===== config.mk =====
export PLATFORM = sky130hd
export DESIGN_NAME = irq_nest_ctrl
export DESIGN_NICKNAME = d
export VERILOG_FILES = /design/src/rtl/irq_nest_pkg.sv /design/src/rtl/irq_pend.sv /design/src/rtl/irq_order_fifo.sv /design/src/rtl/irq_lvl_stack.sv /design/src/rtl/irq_nest_ctrl.sv
export SDC_FILE = /design/constraint.sdc
export NUM_CORES = 1
export LEC_CHECK = 0
export CAP_MARGIN = 20
export CORE_ASPECT_RATIO = 0.9
export CORE_MARGIN = 1.5
export CORE_UTILIZATION = 56
export DETAILED_ROUTE_END_ITERATION = 7
export PLACE_DENSITY = 0.75
export SLEW_MARGIN = 5
export SYNTH_ARGS = -nofsm -noshare
export SYNTH_HDL_FRONTEND = slang
export SYNTH_SLANG_ARGS = --single-unit

===== constraint.sdc =====
create_clock -name clk -period 9 [get_ports clk]
set_input_delay 0.9 -clock clk [delete_from_list [all_inputs] [get_ports clk]]
set_output_delay 0.9 -clock clk [all_outputs]
set_load 0.005 [all_outputs]

===== src/rtl/irq_nest_pkg.sv =====
package irq_nest_pkg;

  typedef enum logic [1:0] {
    CYC_IDLE = 2'd0,
    CYC_SAVE = 2'd1,
    CYC_LOAD = 2'd2
  } icyc_t;

endpackage


===== src/rtl/irq_pend.sv =====
module irq_pend #(
  parameter int unsigned NSRC = 4
) (
  input  logic            clk,
  input  logic            rst_n,
  input  logic [NSRC-1:0] req,
  input  logic [NSRC-1:0] clr_mask,
  output logic [NSRC-1:0] pend,
  output logic [NSRC-1:0] fresh
);

  logic [NSRC-1:0] req_q;
  logic [NSRC-1:0] pend_q;
  logic [NSRC-1:0] pend_d;
  logic [NSRC-1:0] rise;
  logic [NSRC-1:0] kept;

  always_comb begin
    rise   = req & ~req_q;
    kept   = pend_q & ~clr_mask;
    pend_d = kept | rise;
    fresh  = rise & ~kept;
  end

  always_ff @(posedge clk or negedge rst_n) begin
    if (!rst_n) begin
      req_q  <= '0;
      pend_q <= '0;
    end else begin
      req_q  <= req;
      pend_q <= pend_d;
    end
  end

  assign pend = pend_q;


  rise_only_chk: assert property (@(posedge clk) disable iff (!rst_n)
    (req == req_q) |=> ((pend_q & ~$past(pend_q)) == '0));

endmodule


===== src/rtl/irq_order_fifo.sv =====
module irq_order_fifo #(
  parameter int unsigned NSRC  = 4,
  parameter int unsigned DEPTH = NSRC
) (
  input  logic                    clk,
  input  logic                    rst_n,
  input  logic                    flush,
  input  logic                    pop,
  input  logic [NSRC-1:0]         push_mask,
  output logic [$clog2(NSRC)-1:0] head,
  output logic                    nempty
);

  localparam int unsigned SRC_W = $clog2(NSRC);
  localparam int unsigned IDX_W = $clog2(DEPTH);
  localparam int unsigned CNT_W = $clog2(DEPTH + 1);

  logic [SRC_W-1:0] ent_q [DEPTH];
  logic [SRC_W-1:0] ent_d [DEPTH];
  logic [CNT_W-1:0] cnt_q;
  logic [CNT_W-1:0] cnt_d;

  always_comb begin
    ent_d = ent_q;
    cnt_d = cnt_q;
    if (flush) begin
      cnt_d = '0;
    end else begin
      if (pop && (cnt_q != '0)) begin
        for (int i = 0; i < int'(DEPTH) - 1; i++) begin
          ent_d[i] = ent_q[i+1];
        end
        cnt_d = cnt_q - 1'b1;
      end
      for (int s = 0; s < int'(NSRC); s++) begin
        if (push_mask[s] && (cnt_d < CNT_W'(DEPTH))) begin
          ent_d[cnt_d[IDX_W-1:0]] = SRC_W'(s);
          cnt_d = cnt_d + 1'b1;
        end
      end
    end
  end

  always_ff @(posedge clk or negedge rst_n) begin
    if (!rst_n) begin
      cnt_q <= '0;
      for (int i = 0; i < int'(DEPTH); i++) ent_q[i] <= '0;
    end else begin
      cnt_q <= cnt_d;
      ent_q <= ent_d;
    end
  end

  assign head   = ent_q[0];
  assign nempty = (cnt_q != '0);


  no_overflow_chk: assert property (@(posedge clk) disable iff (!rst_n)
    cnt_q <= CNT_W'(DEPTH));


  no_drop_chk: assert property (@(posedge clk) disable iff (!rst_n)
    !flush |-> (int'(cnt_q) + $countones(push_mask)
                - int'(pop && (cnt_q != '0)) <= int'(DEPTH)));

endmodule


===== src/rtl/irq_lvl_stack.sv =====
module irq_lvl_stack #(
  parameter int unsigned NSRC  = 4,
  parameter int unsigned DEPTH = 4
) (
  input  logic                    clk,
  input  logic                    rst_n,
  input  logic                    push,
  input  logic [$clog2(NSRC)-1:0] push_id,
  input  logic                    pop,
  output logic [$clog2(NSRC)-1:0] top_id,
  output logic                    top_vld
);

  localparam int unsigned SRC_W = $clog2(NSRC);
  localparam int unsigned IDX_W = $clog2(DEPTH);
  localparam int unsigned CNT_W = $clog2(DEPTH + 1);

  logic [SRC_W-1:0] lvl_q [DEPTH];
  logic [CNT_W-1:0] sp_q;
  logic [CNT_W-1:0] sp_d;
  logic [IDX_W-1:0] top_idx;
  logic             wr_en;

  always_comb begin
    wr_en = push && (sp_q < CNT_W'(DEPTH));
    sp_d  = sp_q;
    if (wr_en)                     sp_d = sp_q + 1'b1;
    else if (pop && (sp_q != '0))  sp_d = sp_q - 1'b1;
    top_idx = IDX_W'(sp_q - 1'b1);
  end

  always_ff @(posedge clk or negedge rst_n) begin
    if (!rst_n) begin
      sp_q <= '0;
      for (int i = 0; i < int'(DEPTH); i++) lvl_q[i] <= '0;
    end else begin
      sp_q <= sp_d;
      if (wr_en) lvl_q[sp_q[IDX_W-1:0]] <= push_id;
    end
  end

  assign top_vld = (sp_q != '0);
  assign top_id  = top_vld ? lvl_q[top_idx] : '0;


  stack_room_chk: assert property (@(posedge clk) disable iff (!rst_n)
    push |-> (sp_q < CNT_W'(DEPTH)));


  preempt_order_chk: assert property (@(posedge clk) disable iff (!rst_n)
    (push && top_vld) |-> (push_id < top_id));

endmodule


===== src/rtl/irq_nest_ctrl.sv =====
module irq_nest_ctrl
  import irq_nest_pkg::*;
#(
  parameter int unsigned NSRC       = 4,
  parameter int unsigned STK_DEPTH  = 4,
  parameter int unsigned ADDR_W     = 12,
  parameter int unsigned VEC_BASE   = 32'h010,
  parameter int unsigned VEC_STRIDE = 8
) (
  input  logic                    clk,
  input  logic                    rst_n,
  input  logic [NSRC-1:0]         irq_req,
  input  logic                    nest_mode,
  input  logic                    instr_end,
  input  logic                    iret,
  output logic                    fetch_go,
  output logic                    save_ctx,
  output logic                    load_pc,
  output logic [ADDR_W-1:0]       vector,
  output logic                    restore_ctx,
  output logic                    active_vld,
  output logic [$clog2(NSRC)-1:0] active_src
);

  localparam int unsigned SRC_W = $clog2(NSRC);

  logic [NSRC-1:0]   pend;
  logic [NSRC-1:0]   fresh;
  logic [NSRC-1:0]   clr_mask;
  logic [SRC_W-1:0]  fifo_head;
  logic              fifo_nempty;
  logic [SRC_W-1:0]  top_id;
  logic              top_vld;
  logic [SRC_W-1:0]  hp_id;
  logic              hp_vld;
  logic [SRC_W-1:0]  cand_id;
  logic              cand_vld;
  logic              idle;
  logic              take;
  logic              iret_ok;
  icyc_t             cyc_q;
  icyc_t             cyc_d;
  logic [SRC_W-1:0]  vec_id_q;
  logic              rest_q;
  logic [ADDR_W-1:0] vec_tbl [NSRC];

  irq_pend #(.NSRC(NSRC)) u_pend (
    .clk      (clk),
    .rst_n    (rst_n),
    .req      (irq_req),
    .clr_mask (clr_mask),
    .pend     (pend),
    .fresh    (fresh)
  );

  irq_order_fifo #(.NSRC(NSRC), .DEPTH(NSRC)) u_order (
    .clk       (clk),
    .rst_n     (rst_n),
    .flush     (nest_mode),
    .pop       (take && !nest_mode),
    .push_mask (fresh),
    .head      (fifo_head),
    .nempty    (fifo_nempty)
  );

  irq_lvl_stack #(.NSRC(NSRC), .DEPTH(STK_DEPTH)) u_stack (
    .clk     (clk),
    .rst_n   (rst_n),
    .push    (take),
    .push_id (cand_id),
    .pop     (iret_ok),
    .top_id  (top_id),
    .top_vld (top_vld)
  );

  for (genvar g = 0; g < int'(NSRC); g++) begin : g_vec
    assign vec_tbl[g] = ADDR_W'(VEC_BASE + g * VEC_STRIDE);
  end

  // highest-priority pending source (lowest index)
  always_comb begin
    hp_id  = '0;
    hp_vld = 1'b0;
    for (int i = int'(NSRC) - 1; i >= 0; i--) begin
      if (pend[i]) begin
        hp_id  = SRC_W'(i);
        hp_vld = 1'b1;
      end
    end
  end

  always_comb begin
    if (nest_mode) begin
      cand_id  = hp_id;
      cand_vld = hp_vld && (!top_vld || (hp_id < top_id));
    end else begin
      cand_id  = fifo_head;
      cand_vld = fifo_nempty && !top_vld;
    end
    idle     = (cyc_q == CYC_IDLE);
    take     = idle && instr_end && !iret && cand_vld;
    iret_ok  = idle && iret && top_vld;
    fetch_go = idle && instr_end && !iret && !cand_vld;
    clr_mask = take ? (NSRC'(1) << cand_id) : '0;
  end

  always_comb begin
    cyc_d = cyc_q;
    unique case (cyc_q)
      CYC_IDLE: if (take) cyc_d = CYC_SAVE;
      CYC_SAVE: cyc_d = CYC_LOAD;
      CYC_LOAD: cyc_d = CYC_IDLE;
      default:  cyc_d = CYC_IDLE;
    endcase
  end

  always_ff @(posedge clk or negedge rst_n) begin
    if (!rst_n) begin
      cyc_q    <= CYC_IDLE;
      vec_id_q <= '0;
      rest_q   <= 1'b0;
    end else begin
      cyc_q  <= cyc_d;
      rest_q <= iret_ok;
      if (take) vec_id_q <= cand_id;
    end
  end

  assign save_ctx    = (cyc_q == CYC_SAVE);
  assign load_pc     = (cyc_q == CYC_LOAD);
  assign vector      = load_pc ? vec_tbl[vec_id_q] : '0;
  assign restore_ctx = rest_q;
  assign active_vld  = top_vld;
  assign active_src  = top_id;


  save_then_load_chk: assert property (@(posedge clk) disable iff (!rst_n)
    save_ctx |=> (load_pc && !save_ctx));


  take_on_boundary_chk: assert property (@(posedge clk) disable iff (!rst_n)
    $rose(save_ctx) |-> $past(instr_end));


  seq_no_nest_chk: assert property (@(posedge clk) disable iff (!rst_n)
    (save_ctx && $past(!nest_mode)) |-> !$past(active_vld));


  restore_after_iret_chk: assert property (@(posedge clk) disable iff (!rst_n)
    restore_ctx |-> $past(iret));


  strobe_excl_chk: assert property (@(posedge clk) disable iff (!rst_n)
    $onehot0({save_ctx, load_pc, restore_ctx}));


  no_fetch_in_cycle_chk: assert property (@(posedge clk) disable iff (!rst_n)
    (save_ctx || load_pc) |-> !fetch_go);

endmodule


# Word level (Yosys, flattened, before mapping)
# Cells that the tools add are included.
word_totals:
  register_bits: 35
  input_bits: 9
  output_inout_bits: 19
  word_cells: 150
classes:
  addsub: 7
  order_cmp: 18
  eq_ne: 3
  shift: 1
  mux: 53
  bitwise: 23
  reduce_logical: 30
ops:
  columns: ["op", "n"]
  rows:
  - ["two-way mux 8 bit", 7]
  - ["two-way mux 12 bit", 3]
  - ["two-way mux 3 bit", 12]
  - ["two-way mux 2 bit", 14]
  - ["binary-select mux 12 bit (select 2 bit)", 1]
  - [">= comparator 3 bit (second input constant)", 7]
  - ["logical AND 1 bit", 21]
  - ["inverter 2 -> 3 bit", 7]
  - ["bitwise AND 4 bit", 5]
  - ["demux 2 bit (select 2 bit)", 5]
  - ["inverter 4 bit", 5]
  - ["adder 3 x 1 -> 3 bit (second input constant)", 5]
  - ["< comparator 3 x 1 -> 1 bit (second input constant)", 5]
  - ["< comparator 3 bit (second input constant)", 5]
  - ["two-way mux 6 bit", 2]
  - ["OR 4 bit", 3]
  - ["bitwise AND 8 bit", 1]
  - ["bitwise mux 8 bit", 1]
  - ["inverter 8 bit", 1]
  - ["OR 8 bit", 1]
  - ["nonzero test 3 bit", 2]
  - ["subtractor 3 x 1 -> 3 bit (second input constant)", 2]
  - ["two-way mux 1 bit", 5]
  - ["binary-select mux 2 bit (select 2 bit)", 1]
  - ["other kinds (11)", 14]

# Logic depth before layout (Yosys ltp)
# Gate-level depths: netlist of run 1.
logic_depth:
  word_depth: 34
  depth_mapped: 23
  mapped_depth_nobuf: 22

# Hierarchy
# Synthesis of run 1 repeated with hierarchy kept, for this count alone.
hier_totals:
  cells_unflattened: 266
  area_unflattened_um2: 2731.4
modules_own_cells:
  columns: ["module", "n_inst", "cells_each", "area_per_inst_um2", "seq_area_each_um2"]
  rows:
  - ["irq_order_fifo", 1, 133, 1241.2, 275.3]
  - ["irq_lvl_stack", 1, 51, 639.4, 275.3]
  - ["irq_nest_ctrl", 1, 54, 495.5, 125.1]
  - ["irq_pend", 1, 28, 355.3, 200.2]

# Least setup slack after synthesis of run 1
# Ideal clock, no wire load.
synth_path:
  path_type: "input-to-reg"
  from: "in iret"
  to: "reg u_order.ent_q[1] (netlist name)"
  setup_time_ns: 0.090
  t_arrival_ns: 5.243
  required_time_ns: 8.910
  setup_slack_ns: 3.667
  path_stages: 15
  n_path_buf: 1
  cell_sequence: "or4b_1 -> or3_4 -> buf_6 -> a21oi_1 -> inv_1 -> ha_1 -> and2_1 -> a311oi_2 -> o22ai_1 -> nor4b_4 -> mux2i_1 -> ha_1 -> a2111oi_2 -> or4b_4 -> o221ai_1"
synth_via:
  elab_chain_cells: 26
  elab_cells_between_ends: 66
  classes_between: "3 x add/sub; 12 x order compare; 24 x mux; 14 x bitwise; 13 x reduce/logical"
synth_rtl:
  columns: ["element", "line", "text"]
  rows:
  - ["start: declaration", "irq_nest_ctrl.sv:15", "input logic iret,"]
  - ["zero test 1 bit *", "irq_nest_ctrl.sv:101", "take = idle && instr_end && !iret && cand_vld;"]
  - ["logical AND 1 bit * (2 in series)", "irq_nest_ctrl.sv:101", null]
  - ["logical AND 1 bit or two-way mux 4 bit (tied branches)", "irq_nest_ctrl.sv:60, irq_nest_ctrl.sv:104", null]
  - ["logical AND 1 bit or inverter 4 bit (tied branches)", "irq_order_fifo.sv:29, irq_pend.sv:20", null]
  - ["two-way mux 3 bit or bitwise AND 4 bit (tied branches)", "irq_order_fifo.sv:29, irq_pend.sv:20", null]
  - ["two-way mux 3 bit or inverter 4 bit (tied branches)", "irq_order_fifo.sv:26, irq_pend.sv:22", null]
  - ["< comparator 3 bit or bitwise AND 4 bit (tied branches)", "irq_order_fifo.sv:36, irq_pend.sv:22", null]
  - ["logical AND 1 bit", "irq_order_fifo.sv:36", "if (push_mask[s] && (cnt_d < CNT_W'(DEPTH))) begin"]
  - ["[9 not listed]", null, null]
  - ["two-way mux 3 bit", "irq_order_fifo.sv:26", "if (flush) begin"]
  - ["inverter 2 -> 3 bit (implied by the code)", "irq_order_fifo.sv:37", "ent_d[cnt_d[IDX_W-1:0]] = SRC_W'(s);"]
  - [">= comparator 3 bit (implied by the code) or < comparator 3 x 1 -> 1 bit (tied branches)", "irq_order_fifo.sv:37", null]
  - ["logical AND 1 bit (implied by the code)", "irq_order_fifo.sv:37", null]
  - ["two-way mux 2 bit (implied by the code)", "irq_order_fifo.sv:37", null]
  - ["demux 2 bit (select 2 bit)", "irq_order_fifo.sv:37", null]
  - ["OR 8 bit (no line)", null, null]
  - ["two-way mux 8 bit *", "irq_order_fifo.sv:36", null]
  - ["end signal: assignment", "irq_order_fifo.sv:50", "ent_q <= ent_d;"]
  - ["end: declaration", "irq_order_fifo.sv:18", "logic [SRC_W-1:0] ent_q [DEPTH];"]
# Every way passes the cells marked *; elsewhere a longest branch is shown, timed or not. The select of a mux whose other input is x is not followed.
# A chain may end at the register's enable or synchronous reset.

# Worst setup path in the final report of run 1
layout_path:
  from: "in nest_mode"
  to: "reg u_order.ent_q[1] (netlist name)"
layout_via:
  elab_chain_cells: 25
  elab_cells_between_ends: 68
  classes_between: "3 x add/sub; 12 x order compare; 1 x shift; 26 x mux; 14 x bitwise; 12 x reduce/logical"
layout_rtl:
  columns: ["element", "line", "text"]
  rows:
  - ["start: declaration", "irq_nest_ctrl.sv:13", "input logic nest_mode,"]
  - ["two-way mux 1 bit or two-way mux 2 bit (tied branches)", "irq_nest_ctrl.sv:93", "if (nest_mode) begin"]
  - ["logical AND 1 bit or left shift 1 x 2 -> 4 bit (tied branches)", "irq_nest_ctrl.sv:101, irq_nest_ctrl.sv:104", null]
  - ["logical AND 1 bit or two-way mux 4 bit (tied branches)", "irq_nest_ctrl.sv:60, irq_nest_ctrl.sv:104", null]
  - ["logical AND 1 bit or inverter 4 bit (tied branches)", "irq_order_fifo.sv:29, irq_pend.sv:20", null]
  - ["two-way mux 3 bit or bitwise AND 4 bit (tied branches)", "irq_order_fifo.sv:29, irq_pend.sv:20", null]
  - ["two-way mux 3 bit or inverter 4 bit (tied branches)", "irq_order_fifo.sv:26, irq_pend.sv:22", null]
  - ["< comparator 3 bit or bitwise AND 4 bit (tied branches)", "irq_order_fifo.sv:36, irq_pend.sv:22", null]
  - ["logical AND 1 bit", "irq_order_fifo.sv:36", null]
  - ["[9 not listed]", null, null]
  - ["two-way mux 3 bit", "irq_order_fifo.sv:26", null]
  - ["inverter 2 -> 3 bit (implied by the code)", "irq_order_fifo.sv:37", null]
  - [">= comparator 3 bit (implied by the code) or < comparator 3 x 1 -> 1 bit (tied branches)", "irq_order_fifo.sv:37", null]
  - ["logical AND 1 bit (implied by the code)", "irq_order_fifo.sv:37", null]
  - ["two-way mux 2 bit (implied by the code)", "irq_order_fifo.sv:37", null]
  - ["demux 2 bit (select 2 bit)", "irq_order_fifo.sv:37", null]
  - ["OR 8 bit (no line)", null, null]
  - ["two-way mux 8 bit", "irq_order_fifo.sv:36", null]
# Parallel ways exist; a longest one is shown, timed or not. The select of a mux whose other input is x is not followed.

==> flow_metrics.py, run 1 <==
metrics = {
    "outcome": {
        "status": "finished, final reports clean",
    },
    "grt": {
        "antenna_found_initial": 0,
        "grt.total_usage_pct": 23.1,
        "grt_pass1_wl_um": 8470,
        "grt_max_degree": 36,
        "gr-total-overflow": 0,
        "grt_pass1_vias": 1741,
    },
    "cts": {
        "path_clk_slew_ns": 0.07,
        "cts_buffer_depth": 2,
        "tritoncts": "done",
        "cts.htree.levels": 2,
        "cts_sinks": 35,
        "cts_resized": 0,
        "post_cts_buffers": 0,
        "ctsRootBufferMaster": "clkbuf_8",
        "worstSkewPairLatency_ns": 0.28,
        "cts_hold_buf": 0,
        "numCtsBuffers": 5,
    },
    "layout": {
        "final-seq-area_um2": 876,
        "multi_input_area_mm2": 0.00152,
        "antenna_cells": 0,
        "fin_area_mm2": 0.00284,
        "nets": 321,
        "drive_above_1_share_pct": 9.97,
        "fill_cells": 375,
        "syn_to_final_growth_pct": 11.2,
    },
    "synth": {
        "synth_most_common_cell": "dfrtp_1",
        "synth_top_family_by_area": "simple AND/OR/NAND/NOR gates",
        "yosysTopAreaCell": "dfrtp_1",
        "ys_types": 63,
        "synth_compound_area_share_pct": 18.2,
        "synthXorXnorAreaFrac_pct": 2.75,
        "netlist_top_cells_count": "dfrtp_1, nand2_1, ha_1, inv_1, nor2_1",
        "syn_area_per_cell_um2": 9.40,
        "seq_area_frac_synth_pct": 34.4,
        "syn_area_mm2": 0.00255,
        "synth-simple-area-share_pct": 21.4,
        "synth_enable_flop_cells": 0,
        "postSynth.asyncResetShare_pct": 100,
        "synthFlopType": "dfrtp_1",
        "synthTopCellsByArea": "dfrtp_1, ha_1, nand2_1",
        "yosysWarnings": 0,
        "synth.top_cell.area_share_pct": 34.4,
        "ys_ff_latch": 35,
        "syn-instance-count": 271,
        "synth_mux_area_share_pct": 5.30,
        "synthAdderAreaFrac_pct": 10.8,
    },
    "timing": {
        "hold_viol": 0,
        "finalMaxSlewViolations": 0,
        "fin_tns_setup_ns": 0,
        "slew-limit-headroom_pct": 43.6,
        "fin_crit_ns": 6.31,
        "fmaxAchievable_mhz": 159,
        "worstMarginPinSlew_ns": 0.845,
        "finalSetupViolations": 0,
        "fin_skew_ns": 0.00913,
        "grt_setup_unrepaired": "no",
        "fin_crit_sh_pct": 70.1,
    },
    "floorplan": {
        "ios": 28,
        "core_area_mm2": 0.00440,
        "fp.dieW_um": 74.1,
        "rows": 23,
        "die_h_um": 67,
        "die_area_mm2": 0.00497,
        "start_util_pct": 57.9,
    },
    "hold_path": {
        "min_path_type": "reg -> reg",
    },
    "place": {
        "gp_congestion": 0.892,
        "hpwlAfterDp_um": 4010,
        "placed_area_mm2": 0.00275,
        "io_buffers": 18,
    },
    "pwr": {
        "powerDensity_mw_per_mm2": 223,
        "fin_total_pwr_mw": 0.632,
        "vdd_drop_max_uv": 157,
        "p_leak_nw": 1.25,
    },
    "routing": {
        "first_iter_violations": 126,
        "drt_wl_total_um": 5250,
        "drt.antenna.violating_nets": 0,
        "routed_via_density": 5.55,
        "dr_total_vias": 1959,
        "drc": 0,
        "wl_per_cell_um": 14.9,
        "first_pass_iters": 5,
    },
    "setup_path": {
        "cp.arrival_ns": 6.50,
        "path_max_fanout": 22,
        "critPathRequiredTime_ns": 9.19,
        "critical_path_class": "in -> reg",
        "end_kind": "flop",
        "crit_path_start_kind": "input port",
    },
    "flow_run": {
        "max_cap_viol_count": 0,
    },
}
## critical path: stages
cell and delay (ns):
clkdlybuf4s50_1 0.75, or3b_1 0.55, or3_4 0.49, a21oi_1 0.28, inv_1 0.13, ha_1 0.24, and2_1 0.17, a311oi_2 0.26
o22ai_1 0.17, nor4b_4 0.59, mux2i_1 0.24, ha_1 0.32, a2111oi_2 0.75, or4b_4 0.56, o221ai_1 0.08
## cells by family (layout without fill, tap and decap cells)
| logic type | Yosys count | count (layout) |
|---|---|---|
| buf+inv | 37 | 49 |
| simple gates | 94 | 94 |
| mux | 12 | 12 |
| compound gates | 65 | 65 |
| flops | 35 | 35 |
| xor+xnor | 5 | 5 |
| other cells | 1 | 9 |
| fa+ha+maj | 22 | 22 |
## sequential cells by signal, indices dropped and copies added, names as in the netlist
register / cells
vec_id_q: 2
u_pend.req_q: 4
u_order.cnt_q: 3
restore_ctx: 1
u_stack.sp_q: 3
u_order.head: 2
u_pend.pend: 4
cyc_q: 2
u_order.ent_q: 6
u_stack.lvl_q: 8
## per-stage QoR
stage	hold WS, ns	setup slack (ns)	utilization (%)	cells
final	0.443	2.69	64.4	353
after floorplan	0.415	3.67	-	279
after global routing	0.475	2.25	64.4	353
after detailed placement	0.435	2.46	62.5	345
after global placement	0.421	2.53	62.5	345
after CTS	0.445	2.74	64.4	353
## per-layer routing
layer | track usage (%) | routed length, um | vias up
met3 | 4.99 | 261 | 6
met4 | 7.41 | 50 | 0
met5 | 0 | 0 | -
met2 | 32.5 | 2200 | 53
li1 | - | - | 988
met1 | 34.7 | 2740 | 912
## cells in the final DEF (no fill, tap or decap), types with 2 or more instances in the layout
| cell type | netlist | layout |
|---|---|---|
| dfrtp_1 | 35 | 35 |
| nand2_1 | 30 | 30 |
| ha_1 | 22 | 22 |
| inv_1 | 19 | 19 |
| clkdlybuf4s50_1 | 0 | 18 |
| nor2_1 | 16 | 16 |
| o21ai_0 | 15 | 15 |
| a21oi_1 | 12 | 12 |
| nor2b_1 | 10 | 10 |
| mux2i_1 | 9 | 9 |
| conb_1 | 1 | 9 |
| a221oi_1 | 7 | 7 |
| and2_1 | 5 | 5 |
| clkbuf_8 | 0 | 5 |
| nand2b_1 | 4 | 4 |
| nor4_1 | 4 | 4 |
| a21o_1 | 4 | 4 |
| nor3_1 | 3 | 3 |
| or2_2 | 3 | 3 |
| or3_1 | 3 | 3 |
| mux2_2 | 2 | 2 |
| inv_2 | 2 | 2 |
| o22ai_1 | 2 | 2 |
| nor4b_1 | 2 | 2 |
| a221o_1 | 2 | 2 |
| o21a_1 | 2 | 2 |
| xnor2_1 | 2 | 2 |
| nand3_1 | 2 | 2 |
| a31oi_1 | 2 | 2 |
| a211o_1 | 2 | 2 |
| a22oi_1 | 2 | 2 |
| buf_4 | 9 | 2 |
## area by class of cell
type                    count  share of cell area, %
clock buffers               6                   2.56
clock inverters             2                  0.441
inverters                  21                   2.78
multi-input cells         207                   53.7
flip-flops and latches     35                   30.9
well taps                  62                   2.74
repair buffers             20                   6.88
## where the power goes
group          switching (mW)  internal [mW]  total, mW
combinational           0.149          0.132      0.281
sequential             0.0393          0.199      0.239
clock                  0.0576         0.0541      0.112
total                   0.246          0.385      0.632
## path summary, 6_finish.rpt
check,from,end,slack (ns),cells after the start
worst min-delay path,u_pend.req_q[3]$_DFF_PN0_,u_pend.pend[3]$_DFF_PN0_,0.44,1
min in group asynchronous,rst_n,u_pend.req_q[0]$_DFF_PN0_,1.02,2
max in group asynchronous,rst_n,u_pend.pend[1]$_DFF_PN0_,7.66,2
worst max-delay path,nest_mode,u_order.ent_q[1]$_DFFE_PN0N_,2.69,15
worst max register to register,u_stack.sp_q[0]$_DFFE_PN0P_,u_order.ent_q[3]$_DFFE_PN0N_,3.17,22
worst min register to register,u_pend.req_q[3]$_DFF_PN0_,u_pend.pend[3]$_DFF_PN0_,0.44,1
Power figures use the tool's default switching activity.
==> inputs of run 2 (changes only) <==
--- a/config.mk
+++ b/config.mk
@@ -8,9 +8,9 @@
 export CAP_MARGIN = 20
 export CORE_ASPECT_RATIO = 0.9
 export CORE_MARGIN = 1.5
-export CORE_UTILIZATION = 56
+export CORE_UTILIZATION = 51
 export DETAILED_ROUTE_END_ITERATION = 7
-export PLACE_DENSITY = 0.75
+export PLACE_DENSITY = 0.72
 export SLEW_MARGIN = 5
 export SYNTH_ARGS = -nofsm -noshare
 export SYNTH_HDL_FRONTEND = slang
==> constraint.sdc (replaced) <==
create_clock -name clk -period 5.6 [get_ports clk]
set_input_delay 0.56 -clock clk [delete_from_list [all_inputs] [get_ports clk]]
set_output_delay 0.56 -clock clk [all_outputs]
set_load 0.005 [all_outputs]
==> run 2 against run 1 <==
Net effect:
- combinational power increased by 63%
- design area increased by 2.6%
- routed wire length increased by 1.8%
- first-iteration DRC count increased by 40%
- worst hold slack got worse by 0.10 ns
- flip-flop and latch count unchanged
- global-route usage decreased by 1.5 points
- clock skew decreased by 0.0017 ns
- clock-buffer cell count decreased by 1
- critical endpoint is now u_order.ent_q[3]$_DFFE_PN0N_
==> flow_metrics.py, run 2 (synthesized netlist as in run 1, its figures left out) <==
metrics = {
    "layout": {
        "antenna_cells": 0,
        "fill_cells": 420,
        "fin_area_mm2": 0.00291,
        "reg_top3": "u_stack.lvl_q x8, u_order.ent_q x6",
        "stdcell_count": 364,
        "final-seq-area_um2": 877,
        "regMostFlops": "u_stack.lvl_q",
        "drive_above_1_share_pct": 14.0,
        "final_common_cell": "dfrtp_1",
        "nets": 329,
        "fin_util_pct": 60.2,
        "syn_to_final_growth_pct": 14.1,
        "layout.cells.most_common_list": "dfrtp_1, nand2_1, ha_1",
        "largest_reg_flops": 8,
        "multi_input_area_mm2": 0.00153,
    },
    "routing": {
        "drt_wl_total_um": 5340,
        "first_pass_iters": 4,
        "wl_per_cell_um": 14.7,
        "first_iter_violations": 177,
        "routed_via_density": 5.56,
        "dr_total_vias": 2024,
        "drt.antenna.violating_nets": 0,
        "drc": 0,
    },
    "timing": {
        "fin_skew_ns": 0.00742,
        "slew-limit-headroom_pct": 47.5,
        "fmaxAchievable_mhz": 192,
        "worstMarginPinSlew_ns": 0.776,
        "whs_ns": 0.338,
        "fin_crit_ns": 5.21,
        "hold_viol": 0,
        "finalSetupViolations": 0,
        "fin_tns_setup_ns": 0,
        "grt_setup_unrepaired": "no",
        "finalMaxSlewViolations": 0,
        "fin_crit_sh_pct": 93.1,
    },
    "pwr": {
        "swShare_pct": 38.9,
        "powerDensity_mw_per_mm2": 355,
        "p_clk_share_pct": 18.0,
        "vdd_drop_max_uv": 185,
        "p_leak_nw": 1.29,
        "p_sw_mw": 0.402,
        "p_seq_share_pct": 37.6,
        "internal_power_mw": 0.631,
        "combPwrFrac_pct": 44.5,
    },
    "floorplan": {
        "start_util_pct": 52.7,
        "ios": 28,
        "fp.dieW_um": 77.5,
        "core_area_mm2": 0.00483,
        "die_area_mm2": 0.00543,
        "rows": 24,
        "die_h_um": 70.1,
    },
    "setup_path": {
        "end_kind": "flop",
        "critPathRequiredTime_ns": 5.78,
        "critical_path_class": "in -> reg",
        "crit_path_start_kind": "input port",
        "cp.arrival_ns": 5.39,
        "path_max_fanout": 11,
    },
    "cts": {
        "tritoncts": "done",
        "ctsRootBufferMaster": "clkbuf_8",
        "numCtsBuffers": 5,
        "path_clk_slew_ns": 0.08,
        "cts_buffer_depth": 2,
        "worstSkewPairLatency_ns": 0.29,
        "cts.htree.levels": 2,
        "cts_sinks": 35,
        "cts_hold_buf": 0,
    },
    "place": {
        "hpwlAfterDp_um": 3970,
        "io_buffers": 18,
        "dp_cells": 353,
        "placed_area_mm2": 0.00279,
        "gp_congestion": 0.843,
    },
    "grt": {
        "gr-total-overflow": 0,
        "antenna_found_initial": 0,
        "grt_max_degree": 36,
        "grt.total_usage_pct": 21.6,
        "grt_pass1_vias": 1932,
        "grt_pass1_wl_um": 9160,
    },
    "outcome": {
        "status": "finished, final reports clean",
    },
    "flow_run": {
        "max_cap_viol_count": 0,
    },
    "hold_path": {
        "min_path_type": "in -> async",
    },
}
run 2: timing repair:
action,in CTS,in global routing
resized for setup,0,3
endpoints found under the setup margin,0,6
endpoints found under the hold margin,0,0
setup buffers,0,3
run 2: routing by layer:
layer	vias to the layer above	global-route usage (%)	share of wire, %
met3	9	4.05	5.3
met2	62	30.7	42
met4	0	7.47	1.3
li1	1003	-	-
met1	950	32.7	51
met5	-	0	0
run 2: final timing paths:
check | start | to | slack [ns] | depth (start not counted)
max | iret | u_order.ent_q[3]$_DFFE_PN0N_ | 0.39 | 17
min | rst_n | u_order.ent_q[4]$_DFFE_PN0N_ | 0.34 | 1
max reg2reg | u_stack.sp_q[0]$_DFFE_PN0P_ | u_order.ent_q[3]$_DFFE_PN0N_ | 0.42 | 20
min reg2reg | u_pend.req_q[3]$_DFF_PN0_ | u_pend.pend[3]$_DFF_PN0_ | 0.45 | 1
max in group asynchronous | rst_n | u_stack.sp_q[0]$_DFFE_PN0P_ | 4.70 | 1
min in group clk | u_pend.req_q[3]$_DFF_PN0_ | u_pend.pend[3]$_DFF_PN0_ | 0.45 | 1
run 2: final cells by class:
type                            count  area share [%]
Timing Repair Buffer               28            8.60
Clock inverter                      3           0.688
Sequential cell                    35            30.2
Inverter                           21            2.71
Multi-Input combinational cell    207            52.7
Clock buffer                        5            2.37
Tap cell                           65            2.80
run 2: stage by stage:
stage          total power, mW  setup slack (ns)
2_1_floorplan            0.696             0.531
3_3_place_gp             0.830             0.288
3_5_place_dp             0.841             0.104
4_1_cts                   1.03             0.187
5_1_grt                   1.12            0.0128
6_report                  1.03             0.387
run 2: worst max-delay path, stage by stage:
cell and delay [ns]:
clkdlybuf4s50_1 0.43, or4b_1 0.51, or3_4 0.46, a21oi_1 0.28, inv_1 0.14, ha_1 0.25, and2_1 0.17, a311oi_2 0.26
o22ai_1 0.19, nor4b_4 0.42, mux2i_1 0.43, ha_1 0.33, mux2i_2 0.26, inv_1 0.10, ha_1 0.22, a221oi_1 0.28
a21oi_1 0.10
run 2: power by group through the flow:
stage	logic, mW	clock network [mW]	registers (mW)
after global routing	0.521	0.202	0.399
after CTS	0.453	0.190	0.386
final	0.459	0.186	0.388
after detailed placement	0.451	0	0.390
after floorplan	0.330	0	0.366
after global placement	0.442	0	0.388
==> inputs of run 3 (changes only) <==
--- a/config.mk
+++ b/config.mk
@@ -5,12 +5,14 @@
 export SDC_FILE = /design/constraint.sdc
 export NUM_CORES = 1
 export LEC_CHECK = 0
+export ABC_AREA = 1
 export CAP_MARGIN = 20
 export CORE_ASPECT_RATIO = 0.9
 export CORE_MARGIN = 1.5
-export CORE_UTILIZATION = 51
+export CORE_UTILIZATION = 52
 export DETAILED_ROUTE_END_ITERATION = 7
-export PLACE_DENSITY = 0.72
+export HOLD_SLACK_MARGIN = 0.03
+export PLACE_DENSITY = 0.73
 export SLEW_MARGIN = 5
 export SYNTH_ARGS = -nofsm -noshare
 export SYNTH_HDL_FRONTEND = slang
==> run 3 against run 2 <==
Net effect:
- flip-flop and latch count is the same
- clock-buffer cell count rose by 1
- synthesized cell count rose by 29%
- design area rose by 2.3%
- register-to-register slack gained 0.81 ns
- maximum frequency increased by 19%
- critical path depth is 11 higher
- combinational power grew 44%
- global-route usage fell by 0.32 points
- synthesized area grew 4.1%
- final cell count increased by 20%
- largest power group unchanged
==> flow_metrics.py, run 3 <==
metrics = {
    "pwr": {
        "combPwrFrac_pct": 51.0,
        "fin_total_pwr_mw": 1.29,
        "powerDensity_mw_per_mm2": 435,
        "p_leak_nw": 1.48,
        "p_sw_mw": 0.556,
        "internal_power_mw": 0.739,
        "swShare_pct": 42.9,
        "p_clk_share_pct": 18.3,
        "vdd_drop_max_uv": 237,
        "p_seq_share_pct": 30.6,
    },
    "routing": {
        "top_layer_used": "met4",
        "wl_met2_um": 2290,
        "drc": 0,
        "dr_total_vias": 2205,
        "drt_wl_total_um": 5340,
        "first_iter_violations": 160,
        "dr_wl_met3_um": 219,
        "wirelength_met1_um": 2800,
        "wl_per_cell_um": 12.2,
        "routed_via_density": 5.05,
        "drt.antenna.violating_nets": 0,
        "first_pass_iters": 4,
    },
    "cts": {
        "cts_sinks": 35,
        "cts_resized": 0,
        "cts.htree.levels": 2,
        "ctsRootBufferMaster": "clkbuf_8",
        "post_cts_buffers": 0,
        "tritoncts": "done",
        "path_clk_slew_ns": 0.07,
        "cts_buffer_depth": 2,
        "cts_hold_buf": 0,
        "worstSkewPairLatency_ns": 0.30,
        "numCtsBuffers": 5,
    },
    "grt": {
        "grt.total_usage_pct": 21.3,
        "grt_pass1_vias": 2008,
        "grt_max_degree": 36,
        "grt_pass1_wl_um": 9150,
        "gr-total-overflow": 0,
        "antenna_found_initial": 0,
    },
    "synth": {
        "postSynth.asyncResetShare_pct": 100,
        "syn_area_mm2": 0.00265,
        "synthTopCellsByArea": "dfrtp_1, ha_1, nand2_1",
        "seq_area_frac_synth_pct": 33.0,
        "yosysWarnings": 0,
        "netlist_top_cells_count": "nand2_1, inv_1, nor2_1, dfrtp_1, o21ai_0",
        "synth.top_cell.area_share_pct": 33.0,
        "ys_ff_latch": 35,
        "syn-instance-count": 350,
        "yosysTopAreaCell": "dfrtp_1",
        "synth_enable_flop_cells": 0,
        "ys_types": 38,
        "synthFlopType": "dfrtp_1",
        "synth_most_common_cell": "nand2_1",
        "syn_area_per_cell_um2": 7.58,
    },
    "layout": {
        "antenna_cells": 0,
        "largest_reg_flops": 8,
        "reg_top3": "u_stack.lvl_q x8, u_order.ent_q x6",
        "regMostFlops": "u_stack.lvl_q",
        "fin_util_pct": 61.2,
        "final_common_cell": "nand2_1",
        "drive_above_1_share_pct": 11.6,
        "layout.cells.most_common_list": "nand2_1, inv_1, nor2_1",
        "fin_area_mm2": 0.00298,
        "syn_to_final_growth_pct": 12.2,
        "nets": 402,
    },
    "timing": {
        "worstMarginPinSlew_ns": 0.712,
        "fin_skew_ns": 0.00829,
        "slew-limit-headroom_pct": 52.4,
        "layout_setup_ws_ns": 1.23,
        "finalSetupViolations": 0,
        "hold_viol": 0,
        "fin_crit_ns": 4.37,
        "fin_tns_setup_ns": 0,
        "finalMaxSlewViolations": 0,
        "fin_crit_sh_pct": 78.0,
        "grt_setup_unrepaired": "no",
        "fmaxAchievable_mhz": 229,
    },
    "setup_path": {
        "critPathRequiredTime_ns": 5.82,
        "critical_path_class": "reg -> reg",
        "max_stage_delay_ns": 0.50,
        "r2r_start": "u_stack.sp_q[0]$_DFFE_PN0P_",
        "crit_path_start_kind": "flop",
        "regToRegSetupSlack_ns": 1.23,
        "reg2reg_to": "u_order.cnt_q[1]$_DFF_PN0_",
        "cp.arrival_ns": 4.59,
        "path_max_fanout": 8,
        "slowest_stage": "dfrtp_1",
        "rr_worst_depth": 28,
        "end_kind": "flop",
    },
    "floorplan": {
        "start_util_pct": 54.5,
        "die_area_mm2": 0.00554,
        "rows": 24,
        "die_h_um": 70.8,
        "fp.dieW_um": 78.3,
        "core_area_mm2": 0.00486,
        "ios": 28,
    },
    "place": {
        "post-place-ws_ns": 1.03,
        "hpwlAfterDp_um": 4160,
        "gp_congestion": 0.889,
        "placed_area_mm2": 0.00286,
        "io_buffers": 18,
    },
    "hold_path": {
        "worst_hold_path.endpoint": "u_pend.pend[0]$_DFF_PN0_",
        "min_path_type": "reg -> reg",
        "hold_start": "u_pend.req_q[0]$_DFF_PN0_",
        "hold-path-cell-count": 1,
    },
    "flow_run": {
        "max_cap_viol_count": 0,
    },
    "outcome": {
        "status": "finished, final reports clean",
    },
}
## run 3: cell count changes in the layout (fill, tap and decap cells not counted), sizes merged, moves of 7 or more
cell,before,now
o21ai,16,37
nor2,16,45
a221oi,7,0
buf,11,1
nand4,1,10
a21oi,12,21
nand2,30,72
nand3,2,12
inv,21,59
nor2b,10,0
## run 3: worst max path at each step
stage / startpoint / end / cells after the start
floorplan: u_stack.sp_q[0]$_DFFE_PN0P_ / u_order.cnt_q[1]$_DFF_PN0_ / 28
global placement: nest_mode / u_order.cnt_q[1]$_DFF_PN0_ / 20
detailed placement: nest_mode / u_order.cnt_q[1]$_DFF_PN0_ / 20
CTS: u_stack.sp_q[0]$_DFFE_PN0P_ / u_order.cnt_q[1]$_DFF_PN0_ / 28
global route: u_stack.sp_q[0]$_DFFE_PN0P_ / u_order.cnt_q[1]$_DFF_PN0_ / 28
finish: u_stack.sp_q[0]$_DFFE_PN0P_ / u_order.cnt_q[1]$_DFF_PN0_ / 28
## run 3: area by class of cell
class / instances / area, um2
fillers: 441 / 1890
inverters: 62 / 233
clock inverters: 2 / 35.0
well taps: 65 / 81.3
flip-flops and latches: 35 / 876
repair buffers: 19 / 188
multi-input cells: 248 / 1480
clock buffers: 6 / 82.6
## run 3: metal layers
metal | up-vias | global-route usage [%]
li1 | 1145 | -
met4 | 0 | 4.37
met2 | 48 | 32.0
met3 | 2 | 5.94
met1 | 1010 | 30.8
met5 | - | 0
## run 3: worst max-delay path, delay by kind of cell (launching register included)
kind / cells / cell delay (ns)
buffers and inverters: 6 / 0.42
adders and majority gates: 5 / 1.48
AOI/OAI and AO/OA: 6 / 0.75
DFF: 1 / 0.50
and+or+nand+nor: 11 / 1.12
## run 3: power by group through the flow
stage,Combinational [mW],Clock (mW),Sequential [mW]
final,0.661,0.237,0.397
after detailed placement,0.660,0,0.401
after global routing,0.768,0.254,0.407
after floorplan,0.485,0,0.384
after CTS,0.663,0.241,0.397
after global placement,0.649,0,0.398
## run 3: stage by stage
stage | cells | hold slack [ns]
after floorplan | 358 | 0.264
after global placement | 429 | 0.428
after detailed placement | 429 | 0.437
after CTS | 437 | 0.448
after global routing | 437 | 0.461
final | 437 | 0.449
## run 3: cells by family (layout without fill, tap and decap cells)
logic type / count (synthesis) / in the layout / synth area share [%]
mux: 4 / 4 / 1.51
flops: 35 / 35 / 33.0
simple gates: 143 / 143 / 26.8
fa+ha+maj: 22 / 22 / 10.4
buf+inv: 75 / 89 / 12.3
compound gates: 67 / 67 / 14.2
xor+xnor: 3 / 3 / 1.70
other cells: 1 / 9 / 0.141
